==> config.mk <==
export PLATFORM = sky130hd
export DESIGN_NAME = bank_and_exec
export DESIGN_NICKNAME = d
export VERILOG_FILES = /design/src/rtl/bank_and_pkg.sv /design/src/rtl/bank_and_phase.sv /design/src/rtl/bank_and_decode.sv /design/src/rtl/bank_and_alu.sv /design/src/rtl/bank_and_exec.sv
export SDC_FILE = /design/constraint.sdc
export NUM_CORES = 1
export LEC_CHECK = 0
export BUFFER_PORTS_ARGS = -buffer_cell sky130_fd_sc_hd__buf_2
export CAP_MARGIN = 20
export CORE_MARGIN = 4
export CORE_UTILIZATION = 40
export CTS_CLUSTER_DIAMETER = 80
export DETAILED_ROUTE_END_ITERATION = 16
export PLACE_DENSITY = 0.87
export SLEW_MARGIN = 20
export SYNTH_ARGS = -nofsm -noshare
export SYNTH_HDL_FRONTEND = slang
export SYNTH_SLANG_ARGS = --single-unit
==> constraint.sdc <==
create_clock -name clk -period 1.7 [get_ports clk]
set_input_delay 0.34 -clock clk [delete_from_list [all_inputs] [get_ports clk]]
set_output_delay 0.34 -clock clk [all_outputs]
set_load 0.01 [all_outputs]
==> src/rtl/bank_and_pkg.sv <==
package bank_and_pkg;

  typedef enum logic [1:0] {
    PH_Q1 = 2'd0,
    PH_Q2 = 2'd1,
    PH_Q3 = 2'd2,
    PH_Q4 = 2'd3
  } phase_e;

  localparam logic [5:0] OPC_AND_WF = 6'b000101;
  localparam int         FILE_W     = 8;
  localparam int         FLAG_Z     = 2;
  localparam int         FLAG_N     = 4;

  typedef struct packed {
    logic              hit;
    logic              to_file;
    logic              banked;
    logic [FILE_W-1:0] f;
  } and_dec_t;

endpackage

==> src/rtl/bank_and_phase.sv <==
module bank_and_phase
  import bank_and_pkg::*;
(
  input  logic   clk,
  input  logic   rst,
  output phase_e ph
);

  always_ff @(posedge clk) begin
    if (rst) ph <= PH_Q1;
    else     ph <= phase_e'(ph + 2'd1);
  end

endmodule

==> src/rtl/bank_and_decode.sv <==
module bank_and_decode
  import bank_and_pkg::*;
#(
  parameter int          BSR_W    = 4,
  parameter logic [3:0]  SFR_BANK = 4'hF,
  localparam int         ADDR_W   = BSR_W + FILE_W
) (
  input  logic              valid,
  input  logic [15:0]       word,
  input  logic [BSR_W-1:0]  bank_sel,
  output and_dec_t          dec,
  output logic [ADDR_W-1:0] addr
);

  logic [BSR_W-1:0] upper;

  always_comb begin
    dec.hit     = valid && (word[15:10] == OPC_AND_WF);
    dec.to_file = word[9];
    dec.banked  = word[8];
    dec.f       = word[7:0];
    if (dec.banked)
      upper = bank_sel;
    else if (dec.f[FILE_W-1])
      upper = BSR_W'(SFR_BANK);
    else
      upper = '0;
    addr = {upper, dec.f};
  end

endmodule

==> src/rtl/bank_and_alu.sv <==
module bank_and_alu
  import bank_and_pkg::*;
#(
  parameter int DATA_W = 8,
  parameter int STAT_W = 8
) (
  input  logic [DATA_W-1:0] w_val,
  input  logic [DATA_W-1:0] opnd,
  input  logic [STAT_W-1:0] stat_old,
  output logic [DATA_W-1:0] res,
  output logic [STAT_W-1:0] stat_new
);

  always_comb begin
    res              = w_val & opnd;
    stat_new         = stat_old;
    stat_new[FLAG_Z] = (res == '0);
    stat_new[FLAG_N] = res[DATA_W-1];
  end

endmodule

==> src/rtl/bank_and_exec.sv <==
module bank_and_exec
  import bank_and_pkg::*;
#(
  parameter int          DATA_W   = 8,
  parameter int          STAT_W   = 8,
  parameter int          BSR_W    = 4,
  parameter logic [3:0]  SFR_BANK = 4'hF,
  localparam int         ADDR_W   = BSR_W + FILE_W
) (
  input  logic              clk,
  input  logic              rst,
  input  logic              instr_valid,
  input  logic [15:0]       instr,
  input  logic [BSR_W-1:0]  bsr,
  input  logic [DATA_W-1:0] w_in,
  input  logic [STAT_W-1:0] status_in,
  input  logic [DATA_W-1:0] rf_rdata,
  output logic [1:0]        phase,
  output logic              rf_re,
  output logic [ADDR_W-1:0] rf_addr,
  output logic              rf_we,
  output logic [DATA_W-1:0] rf_wdata,
  output logic              w_we,
  output logic [DATA_W-1:0] w_wdata,
  output logic              status_we,
  output logic [STAT_W-1:0] status_wdata
);

  phase_e            ph;
  and_dec_t          dec, dec_q;
  logic [ADDR_W-1:0] addr_c;
  logic [DATA_W-1:0] res_c, res_q;
  logic [STAT_W-1:0] stat_c;

  bank_and_phase u_phase (
    .clk (clk),
    .rst (rst),
    .ph  (ph)
  );

  bank_and_decode #(
    .BSR_W    (BSR_W),
    .SFR_BANK (SFR_BANK)
  ) u_dec (
    .valid    (instr_valid),
    .word     (instr),
    .bank_sel (bsr),
    .dec      (dec),
    .addr     (addr_c)
  );

  bank_and_alu #(
    .DATA_W (DATA_W),
    .STAT_W (STAT_W)
  ) u_alu (
    .w_val    (w_in),
    .opnd     (rf_rdata),
    .stat_old (status_in),
    .res      (res_c),
    .stat_new (stat_c)
  );

  always_ff @(posedge clk) begin
    if (rst) begin
      dec_q        <= '0;
      rf_re        <= 1'b0;
      rf_addr      <= '0;
      rf_we        <= 1'b0;
      w_we         <= 1'b0;
      status_we    <= 1'b0;
      res_q        <= '0;
      status_wdata <= '0;
    end else begin
      unique case (ph)
        PH_Q1: begin
          dec_q   <= dec;
          rf_addr <= addr_c;
          rf_re   <= dec.hit;
        end
        PH_Q2: rf_re <= 1'b0;
        PH_Q3: begin
          if (dec_q.hit) begin
            res_q        <= res_c;
            status_wdata <= stat_c;
            rf_we        <= dec_q.to_file;
            w_we         <= !dec_q.to_file;
            status_we    <= 1'b1;
          end
        end
        PH_Q4: begin
          rf_we     <= 1'b0;
          w_we      <= 1'b0;
          status_we <= 1'b0;
          dec_q.hit <= 1'b0;
        end
        default: ;
      endcase
    end
  end

  assign phase    = ph;
  assign rf_wdata = res_q;
  assign w_wdata  = res_q;

endmodule

==> flow_metrics.py, run 1 <==
metrics = {
    "drt": {
        "drtIter0Drc": 69,
        "drtPass1Iterations": 4,
        "wl_um": 3360,
        "drc": 0,
        "viasPerCell": 4.736,
        "ant_nets": 0,
        "avgRoutedWirePerCell_um": 11.67,
        "num_vias": 1364,
    },
    "worst_setup_path": {
        "ff2ff_setup_slack_ps": 280,
        "r2r-end": "rf_wdata[6]",
        "rr_startpoint": "u_phase.ph[0]",
        "rr_worst_depth": 5,
        "crit_fanout": 14,
        "required_ps": 1910,
        "arrival_ps": 1640,
        "setup.worst_path.start": "u_phase.ph[0]",
        "cp-start-kind": "flip-flop",
        "endpoint_kind": "flip-flop",
        "crit_type": "reg2reg",
    },
    "run_status": {
        "status": "completed",
    },
    "global_routing": {
        "grt_pass1_wl_um": 5802,
        "gr-total-overflow": 0,
        "met1_usage_pct": 16.71,
        "grt_use_met2_pct": 24.26,
        "met3_usage_pct": 5.087,
        "antenna_found_initial": 0,
        "grt_pass1_vias": 1348,
        "grt_max_degree": 22,
        "grt_usage_pct": 14.48,
        "grt.busiest_layer": "met2",
    },
    "placement": {
        "port_buffers": 86,
        "place_inst": 281,
        "gp_congestion": 0.7939,
        "hpwl_um": 2581,
    },
    "synth": {
        "yosysTopAreaCellShare_pct": 46.94,
        "synth_cell_types": 32,
        "synth_nets": 214,
        "synthCells": 163,
        "synth_area_leaders": "dfxtp_1 (47%), nand2_1 (6.8%), mux2i_1 (6.7%)",
        "syn-mean-instance-area_um2": 9.158,
        "ys_ff_latch": 35,
        "synth_ff_type": "dfxtp_1",
        "yosysWarnings": 0,
        "netlist_area_um2": 1493,
        "synthArstFlopShare_pct": 0,
        "ys_seq_area_share_pct": 46.94,
        "synth.largest_area_cell": "dfxtp_1",
        "synth-edff-count": 0,
    },
    "floorplan": {
        "die_w_um": 69.09,
        "io_pins": 89,
        "rows": 21,
        "initial_utilization_pct": 43.04,
        "core_area_um2": 3468,
        "die_h_um": 69.09,
        "die_area_um2": 4773,
    },
    "sta": {
        "slew_headroom_pct": 68.11,
        "maxSlewViolCount": 0,
        "fin_tns_setup_ps": 0,
        "tightest_slew_ps": 477.2,
        "rsz0062_at_grt": "no",
        "fin_crit_sh_pct": 83.77,
        "finClkSkew_ps": 4.898,
        "period_needed_ps": 1424,
        "achievable-frequency_mhz": 702.2,
        "finalSetupViolCount": 0,
        "hold_viol_final": 0,
    },
    "clock_tree": {
        "root_buffer": "clkbuf_8",
        "cts_sinks": 35,
        "ctsHoldBuffers": 0,
        "postCtsSetupBuffers": 0,
        "clk_pin_slew_ps": 60,
        "max-clock-path-buffers": 2,
        "cts_buffers": 5,
        "insertion_delay_ps": 270,
        "cts_tree": "yes",
        "htreeDepth": 2,
    },
    "power": {
        "netSwitchingFraction_pct": 23.76,
        "internal-power_mw": 1.288,
        "p_seq_share_pct": 51.7,
        "ir_worst_vdd_uv": 578.8,
        "power.leakage_nw": 0.9655,
        "clkPwrFrac_pct": 34.4,
        "powerDensity_nw_per_um2": 858.9,
        "power.net_switching_mw": 0.4014,
        "power_frac_comb_pct": 14.0,
        "power.total_mw": 1.689,
    },
    "job": {
        "drv_cap": 0,
    },
    "worst_hold_path": {
        "worstHoldPathCells": 3,
        "hold_end": "rf_addr[3]",
        "hp-class": "in2reg",
        "holdCritStartpoint": "instr[3]",
    },
    "final_layout": {
        "stdcell_count": 288,
        "drive_gt1_share_pct": 43.80,
        "area_growth_pct": 31.77,
        "nets": 293,
        "nFillCells": 319,
        "antenna_cells": 0,
    },
}
==> cell usage after synthesis (2+ instances only) <==
master    count
dfxtp_1      35
nand2_1      27
nor2_1       18
a21oi_1      13
buf_4        10
mux2i_1      10
a311oi_1      4
ha_1          4
nand3_1       4
a21oi_2       3
a22oi_1       3
buf_2         3
inv_1         3
nand3_2       3
clkbuf_1      2
nand3b_1      2
nand4_1       2
nor2b_1       2
o21ai_0       2
==> power groups by stage <==
stage | clock [mW] | combinational [mW] | sequential, mW
after CTS | 0.610 | 0.238 | 0.873
final | 0.581 | 0.236 | 0.873
after floorplan | 0 | 0.113 | 0.906
after global routing | 0.640 | 0.262 | 0.878
after global placement | 0 | 0.234 | 0.889
after detailed placement | 0 | 0.238 | 0.890
==> sequential cells by signal, indices dropped and copies added, names as in the netlist <==
signal / flops
rf_wdata: 7
status_we: 1
rf_we: 1
rf_re: 1
w_we: 1
status_wdata: 8
rf_addr: 12
u_phase.ph: 2
dec_q: 2
==> area by class of cell <==
class | count | area (um^2) | area share [%]
timing repair buffer | 90 | 460.4 | 23.41
sequential | 35 | 700.7 | 35.62
clock inverter | 1 | 5.005 | 0.2545
clock buffer | 6 | 82.58 | 4.198
tap | 46 | 57.56 | 2.926
inverter | 3 | 11.26 | 0.5725
multi-input combinational | 107 | 649.4 | 33.02
==> kinds of logic (layout without fill, tap and decap cells) <==
group                    count (synthesis)  count (layout)  share of synthesized area (%)
AND/OR/NAND/NOR                         64              64                          20.28
flip-flops                              35              35                          46.94
multiplexers                            10              10                          6.706
adder cells (fa/ha/maj)                  4               4                          3.353
buffers and inverters                   21             100                          9.639
AO/OA/AOI/OAI                           29              29                          13.08
==> metal layers <==
metal	up-vias	part of all wire, %
met5	-	0
met4	0	0.27
met3	2	9.7
met2	63	46
met1	599	44
li1	700	-
==> per-stage QoR <==
step | instance area [um^2] | hold slack (ps) | setup slack, ps | util [%]
2_1_floorplan | 1493 | 463.3 | 284.6 | -
3_3_place_gp | 1878 | 438.8 | 117.3 | 54.15
3_5_place_dp | 1878 | 443.9 | 100.6 | 54.15
4_1_cts | 1966 | 289.7 | 82.72 | 56.67
5_1_grt | 1967 | 293.8 | 95.93 | 56.71
6_report | 1967 | 297.4 | 275.8 | 56.71
==> how the worst max path moves through the flow <==
stage | endpoint | depth (start not counted)
after floorplan | rf_wdata[4] | 7
after global placement | status_wdata[2] | 5
after detailed placement | status_wdata[2] | 5
after CTS | status_wdata[2] | 5
after global routing | rf_wdata[4] | 5
final | rf_wdata[6] | 5
==> what timing repair did <==
action	4_1_cts	5_1_grt
hold endpoints to repair	0	0
endpoints found under the setup margin	0	9
resized for setup	0	1
==> cell usage in the layout (no fill, tap or decap), types with 6 or more instances in the layout <==
cell,netlist,routed
buf_2,3,86
dfxtp_1,35,35
nand2_1,27,27
nor2_1,18,18
a21oi_1,13,13
mux2i_1,10,10
clkbuf_8,0,6
==> critical path, cell delays in order (launching register included) <==
cell and delay (ps):
dfxtp_1 390, inv_1 80, ha_1 230, nand2_1 380, nand2_1 140, a21oi_2 140
No activity file was read; power rests on OpenSTA's default activity.
==> run 2, diff against run 1 <==
- ABC_AREA: default -> 1
- CORE_UTILIZATION: 40 -> 39
- clock period: 1.7 -> 1.15 ns (I/O delays scaled with it)
==> run 2 against run 1 <==
Compared with the run above:
- global-route usage rose by 0.52 points
- synthesized cell count rose by 20%
- critical endpoint is now rf_wdata[2]
- total power rose by 61%
- clock power rose by 49%
- count of clock-buffer cells in the layout did not move
- clock skew rose by 2.7 ps
- critical path type unchanged
- register-to-register slack got worse by 270 ps
- via count rose by 14%
- first-iteration DRC count fell by 29%
- die area rose by 6.9%
- cell count rose by 18%
- maximum frequency rose by 24%
==> flow_metrics.py, run 2 <==
metrics = {
    "worst_setup_path": {
        "endpoint_kind": "flip-flop",
        "crit_type": "reg2reg",
        "cp-start-kind": "flip-flop",
        "rr_worst_depth": 7,
        "arrival_ps": 1320,
        "path_buf_inv": 3,
        "slowest_stage": "dfxtp_4",
        "r2r-end": "rf_wdata[2]",
        "required_ps": 1320,
        "ff2ff_setup_slack_ps": 2,
        "slowest_delay_ps": 360,
        "cp_top_family": "flip-flops",
        "rr_startpoint": "u_phase.ph[0]",
        "crit_chain": "inv_4 > ha_4 > nand2_8 > inv_8 > buf_6 > o21ai_2 > a21oi_2",
        "crit_fanout": 7,
    },
    "placement": {
        "port_buffers": 86,
        "gp_congestion": 0.7488,
        "dpl_cell_area_um2": 2056,
        "hpwl_um": 2932,
    },
    "clock_tree": {
        "root_buffer": "clkbuf_8",
        "htreeDepth": 2,
        "cts_buffers": 5,
        "insertion_delay_ps": 280,
        "cts_tree": "yes",
        "cts_sinks": 35,
        "max-clock-path-buffers": 2,
        "clk_pin_slew_ps": 80,
    },
    "final_layout": {
        "final_common_cell": "buf_2",
        "seq_area_um2": 708.2,
        "area_growth_pct": 51.99,
        "largest_reg_flops": 12,
        "final_area_um2": 2385,
        "largest-register": "rf_addr",
        "finalCoreUtilization_pct": 63.24,
        "antenna_cells": 0,
        "drive_gt1_share_pct": 53.92,
        "nets": 343,
        "nFillCells": 343,
        "multi_input_area_um2": 793.3,
        "mostFrequentLayoutCells": "buf_2 (85), dfxtp_1 (33), nor2_1 (30), nand2_1 (25), inv_1 (16)",
    },
    "synth": {
        "synth_cell_types": 23,
        "ys_ff_latch": 35,
        "synth_nets": 247,
        "netlist_area_um2": 1569,
        "yosysTopAreaCellShare_pct": 44.66,
        "synth.largest_area_cell": "dfxtp_1",
        "synth_area_leaders": "dfxtp_1 (45%), nor2_1 (8.6%), nand2_1 (6.0%)",
        "syn-mean-instance-area_um2": 8.005,
        "synth_most_common_cell": "nor2_1",
        "synth_common_cells": "nor2_1 (36), dfxtp_1 (35), nand2_1 (25)",
        "synth_ff_type": "dfxtp_1",
        "synth-edff-count": 0,
        "yosysWarnings": 0,
        "synthCells": 196,
        "ys_seq_area_share_pct": 44.66,
        "synthArstFlopShare_pct": 0,
    },
    "floorplan": {
        "die_area_um2": 5102,
        "core_area_um2": 3771,
        "rows": 22,
        "initial_utilization_pct": 41.61,
        "die_w_um": 71.43,
        "io_pins": 89,
        "die_h_um": 71.43,
    },
    "power": {
        "ir_worst_vdd_uv": 711.0,
        "power.total_mw": 2.722,
        "power.leakage_nw": 1.218,
        "powerDensity_nw_per_um2": 1141,
    },
    "worst_hold_path": {
        "holdCritStartpoint": "instr[5]",
        "worstHoldPathCells": 3,
        "hold_end": "rf_addr[5]",
        "hp-class": "in2reg",
    },
    "drt": {
        "drc": 0,
        "ant_nets": 0,
        "num_vias": 1556,
        "viasPerCell": 4.563,
        "avgRoutedWirePerCell_um": 12.12,
        "drtPass1Iterations": 4,
        "drtIter0Drc": 49,
        "wl_um": 4133,
    },
    "sta": {
        "period_needed_ps": 1148,
        "finClkSkew_ps": 7.621,
        "slew_headroom_pct": 69.07,
        "hold_viol_final": 0,
        "finalSetupViolCount": 0,
        "rsz0062_at_grt": "yes",
        "achievable-frequency_mhz": 871.4,
        "fin_crit_sh_pct": 99.79,
        "hold_slack_ps": 172.1,
        "tightest_slew_ps": 463.2,
        "maxSlewViolCount": 0,
    },
    "global_routing": {
        "antenna_found_initial": 0,
        "gr-total-overflow": 0,
        "grt_pass1_wl_um": 6196,
        "grt_usage_pct": 15.00,
        "grt_max_degree": 23,
        "grt_pass1_vias": 1446,
    },
    "run_status": {
        "status": "completed",
    },
    "job": {
        "drv_cap": 0,
    },
}
run 2: final cells by class:
| cell class | count | share of cell area (%) |
|---|---|---|
| clock buffers | 6 | 3.043 |
| repair buffers | 104 | 26.81 |
| flip-flops and latches | 35 | 29.70 |
| clock inverters | 2 | 0.4722 |
| multi-input cells | 124 | 33.26 |
| repair inverters | 1 | 0.2623 |
| well taps | 48 | 2.518 |
| inverters | 21 | 3.935 |
run 2: how the worst max path moves through the flow:
stage                              from         endpoint  slack (ps)  cells after the start
after floorplan           u_phase.ph[0]       rf_addr[0]          -6                      6
after detailed placement  u_phase.ph[1]       rf_addr[9]         -50                      6
after CTS                 u_phase.ph[1]      rf_addr[10]        -0.5                      6
after global routing      u_phase.ph[0]        status_we         -50                      7
after global placement    u_phase.ph[0]  status_wdata[5]         -10                      6
final                     u_phase.ph[0]      rf_wdata[2]           2                      7
run 2: worst reg2reg max path, stage by stage, from the launching register on:
cell and delay, ps:
dfxtp_4 360, inv_4 50, ha_4 170, nand2_8 120
inv_8 60, buf_6 120, o21ai_2 140, a21oi_2 40
run 2: timing repair:
action                     CTS  global route
hold buffers                 0             0
setup endpoints to repair   22            30
pin swaps                    1            10
buffers inserted             0             3
resized for setup           15            33
cloned                       1             2
run 2: report_power, final:
part / internal (mW) / switching, mW / total, mW
Sequential: 1.27 / 0.0427 / 1.32
Clock: 0.425 / 0.439 / 0.864
Combinational: 0.269 / 0.273 / 0.542
Total: 1.97 / 0.755 / 2.72
run 2: kinds of logic (layout without fill, tap and decap cells):
kind of cell	count (synthesis)	count (layout)	share of synthesized area (%)
DFF	35	35	44.66
adders and majority gates	4	4	3.190
and+or+nand+nor	77	77	20.89
AOI/OAI and AO/OA	43	43	17.22
buffers and inverters	37	134	14.03
run 2: per-layer routing:
layer  up-vias  global-route usage, %  wire length [um]
met1       681                  17.54              1664
li1        801                      -                 -
met4         0                  3.132                10
met3         2                  5.610               428
met5         -                      0                 0
met2        72                  26.12              2030
run 2: through the flow:
stage / TNS [ps] / cells / worst slack (ps)
final: 0 / 341 / 2.436
after floorplan: -37.60 / 196 / -6.267
after global placement: -105.1 / 327 / -13.59
after CTS: -0.4887 / 336 / -0.4887
after detailed placement: -528.5 / 327 / -50.34
after global routing: -604.7 / 341 / -49.64
==> run 3, diff against run 2 <==
- ABC_AREA: 1 -> default
- CORE_UTILIZATION: 39 -> 38
- CTS_CLUSTER_SIZE: default -> 24
- PLACE_DENSITY: 0.87 -> 0.86
- clock period: 1.15 -> 0.9 ns (I/O delays scaled with it)
==> run 3 against run 2 <==
Compared with the run above:
- the flow now finishes with violations (setup timing)
- register-to-register slack got worse by 270 ps
- count of clock-buffer cells in the layout did not move
- combinational power rose by 37%
- critical path depth shrank 2
- flip-flop and latch count unchanged
- maximum frequency shrank 2.0%
- clock power rose by 68%
- core utilization rose by 6.8 points
- critical endpoint is now rf_addr[5]
- largest power group unchanged
==> flow_metrics.py, run 3 (synthesis results as in run 1) <==
metrics = {
    "run_status": {
        "status": "complete, but fails checks",
        "failed_checks": "setup timing",
    },
    "placement": {
        "place_inst": 292,
        "hpwl_um": 2803,
        "gp_congestion": 0.7318,
        "port_buffers": 86,
    },
    "clock_tree": {
        "cts_sinks": 35,
        "htreeDepth": 2,
        "ctsHoldBuffers": 0,
        "clk_pin_slew_ps": 70,
        "root_buffer": "clkbuf_8",
        "cts_buffers": 5,
        "max-clock-path-buffers": 2,
        "insertion_delay_ps": 290,
        "cts_tree": "yes",
    },
    "sta": {
        "slew_headroom_pct": 80.65,
        "period_needed_ps": 1171,
        "achievable-frequency_mhz": 854.3,
        "finalSetupViolCount": 73,
        "rsz0062_at_grt": "yes",
        "hold_slack_ps": 119.7,
        "hold_viol_final": 0,
        "fin_crit_sh_pct": 130.1,
        "fin_ws_ps": -270.5,
        "tightest_slew_ps": 289.7,
        "maxSlewViolCount": 0,
        "finClkSkew_ps": 6.359,
    },
    "final_layout": {
        "antenna_cells": 0,
        "mostFrequentLayoutCells": "buf_2 (45), buf_6 (40), dfxtp_2 (29), nand2_1 (27), buf_4 (19)",
        "drive_gt1_share_pct": 65.40,
        "nFillCells": 291,
        "area_growth_pct": 74.43,
        "largest_reg_flops": 12,
        "stdcell_count": 311,
        "final_common_cell": "buf_2",
        "largest-register": "rf_addr",
        "nets": 313,
    },
    "drt": {
        "ant_nets": 0,
        "avgRoutedWirePerCell_um": 13.91,
        "num_vias": 1526,
        "drc": 0,
        "viasPerCell": 4.907,
        "drtPass1Iterations": 4,
        "wl_um": 4327,
        "drtIter0Drc": 58,
    },
    "worst_setup_path": {
        "rr_worst_depth": 5,
        "rr_startpoint": "u_phase.ph[1]",
        "crit_fanout": 4,
        "required_ps": 1070,
        "ff2ff_setup_slack_ps": -270,
        "r2r-end": "rf_addr[5]",
        "endpoint_kind": "flip-flop",
        "setup.worst_path.start": "u_phase.ph[1]",
        "cp-start-kind": "flip-flop",
        "crit_type": "reg2reg",
        "arrival_ps": 1340,
    },
    "power": {
        "power.net_switching_mw": 0.9105,
        "powerDensity_nw_per_um2": 1485,
        "internal-power_mw": 2.957,
        "clkPwrFrac_pct": 37.5,
        "p_seq_share_pct": 43.4,
        "ir_worst_vdd_uv": 1060,
        "netSwitchingFraction_pct": 23.54,
        "power.leakage_nw": 1.164,
        "power.total_mw": 3.868,
        "power_frac_comb_pct": 19.2,
    },
    "global_routing": {
        "grt_pass1_vias": 1428,
        "antenna_found_initial": 0,
        "grt_max_degree": 21,
        "gr-total-overflow": 0,
        "grt_pass1_wl_um": 6548,
        "grt_usage_pct": 16.28,
    },
    "floorplan": {
        "die_h_um": 70.68,
        "rows": 22,
        "core_area_um2": 3716,
        "initial_utilization_pct": 40.17,
        "io_pins": 89,
        "die_area_um2": 4995,
        "die_w_um": 70.68,
    },
    "worst_hold_path": {
        "hold_end": "status_wdata[1]",
        "holdCritStartpoint": "status_in[1]",
        "hp-class": "in2reg",
        "worstHoldPathCells": 3,
    },
    "job": {
        "drv_cap": 0,
    },
}
==> run 3: power groups by stage <==
stage / logic [mW] / registers (mW) / clock network, mW
finish: 0.741 / 1.68 / 1.45
floorplan: 0.235 / 1.72 / 0
global route: 0.801 / 1.69 / 1.57
CTS: 0.650 / 1.68 / 1.49
detailed placement: 0.518 / 1.69 / 0
global placement: 0.504 / 1.69 / 0
==> run 3: final cells by class <==
cell class	instances	area, um^2	area share, %
inverter	3	16.27	0.6247
multi-input combinational	108	726.9	27.92
sequential	35	752.0	28.88
tap	48	60.06	2.307
clock inverter	2	35.03	1.346
clock buffer	6	82.58	3.172
timing repair buffer	109	930.9	35.75
==> run 3: worst max-delay path, cell delays in order (launching register included) <==
cell and delay, ps:
dfxtp_4 370, inv_4 60, ha_4 200, clkbuf_16 170, mux2i_1 190, nor2_1 60
==> run 3: per-stage QoR <==
step / setup slack, ps / utilization, % / cell area (um^2) / TNS, ps
2_1_floorplan: -302.2 / - / 1533 / -7745
3_3_place_gp: -215.0 / 54.18 / 2013 / -5851
3_5_place_dp: -264.8 / 54.18 / 2013 / -7098
4_1_cts: -224.8 / 66.40 / 2467 / -8242
5_1_grt: -329.3 / 70.07 / 2604 / -11620
6_report: -270.5 / 70.07 / 2604 / -7789
==> run 3: timing repair <==
item                       4_1_cts  5_1_grt
setup endpoints to repair       76       76
setup buffers                    2        6
pin swaps                        4        9
cloned                           2        1
hold endpoints to repair         0        0
resized for setup               70       19
==> run 3: per-layer routing <==
metal | track usage (%) | share of wire, % | up-vias
li1 | - | - | 747
met1 | 17.63 | 37 | 707
met2 | 28.69 | 54 | 67
met3 | 7.102 | 8.5 | 5
met4 | 5.010 | 0.90 | 0
met5 | 0 | 0 | -
==> run 3: worst max-delay path by stage <==
stage	end	slack, ps	depth (start not counted)
3_5_place_dp	status_wdata[4]	-260	5
5_1_grt	rf_addr[3]	-330	5
4_1_cts	status_wdata[4]	-220	5
2_1_floorplan	status_wdata[0]	-300	7
3_3_place_gp	status_wdata[4]	-210	5
6_report	rf_addr[5]	-270	5
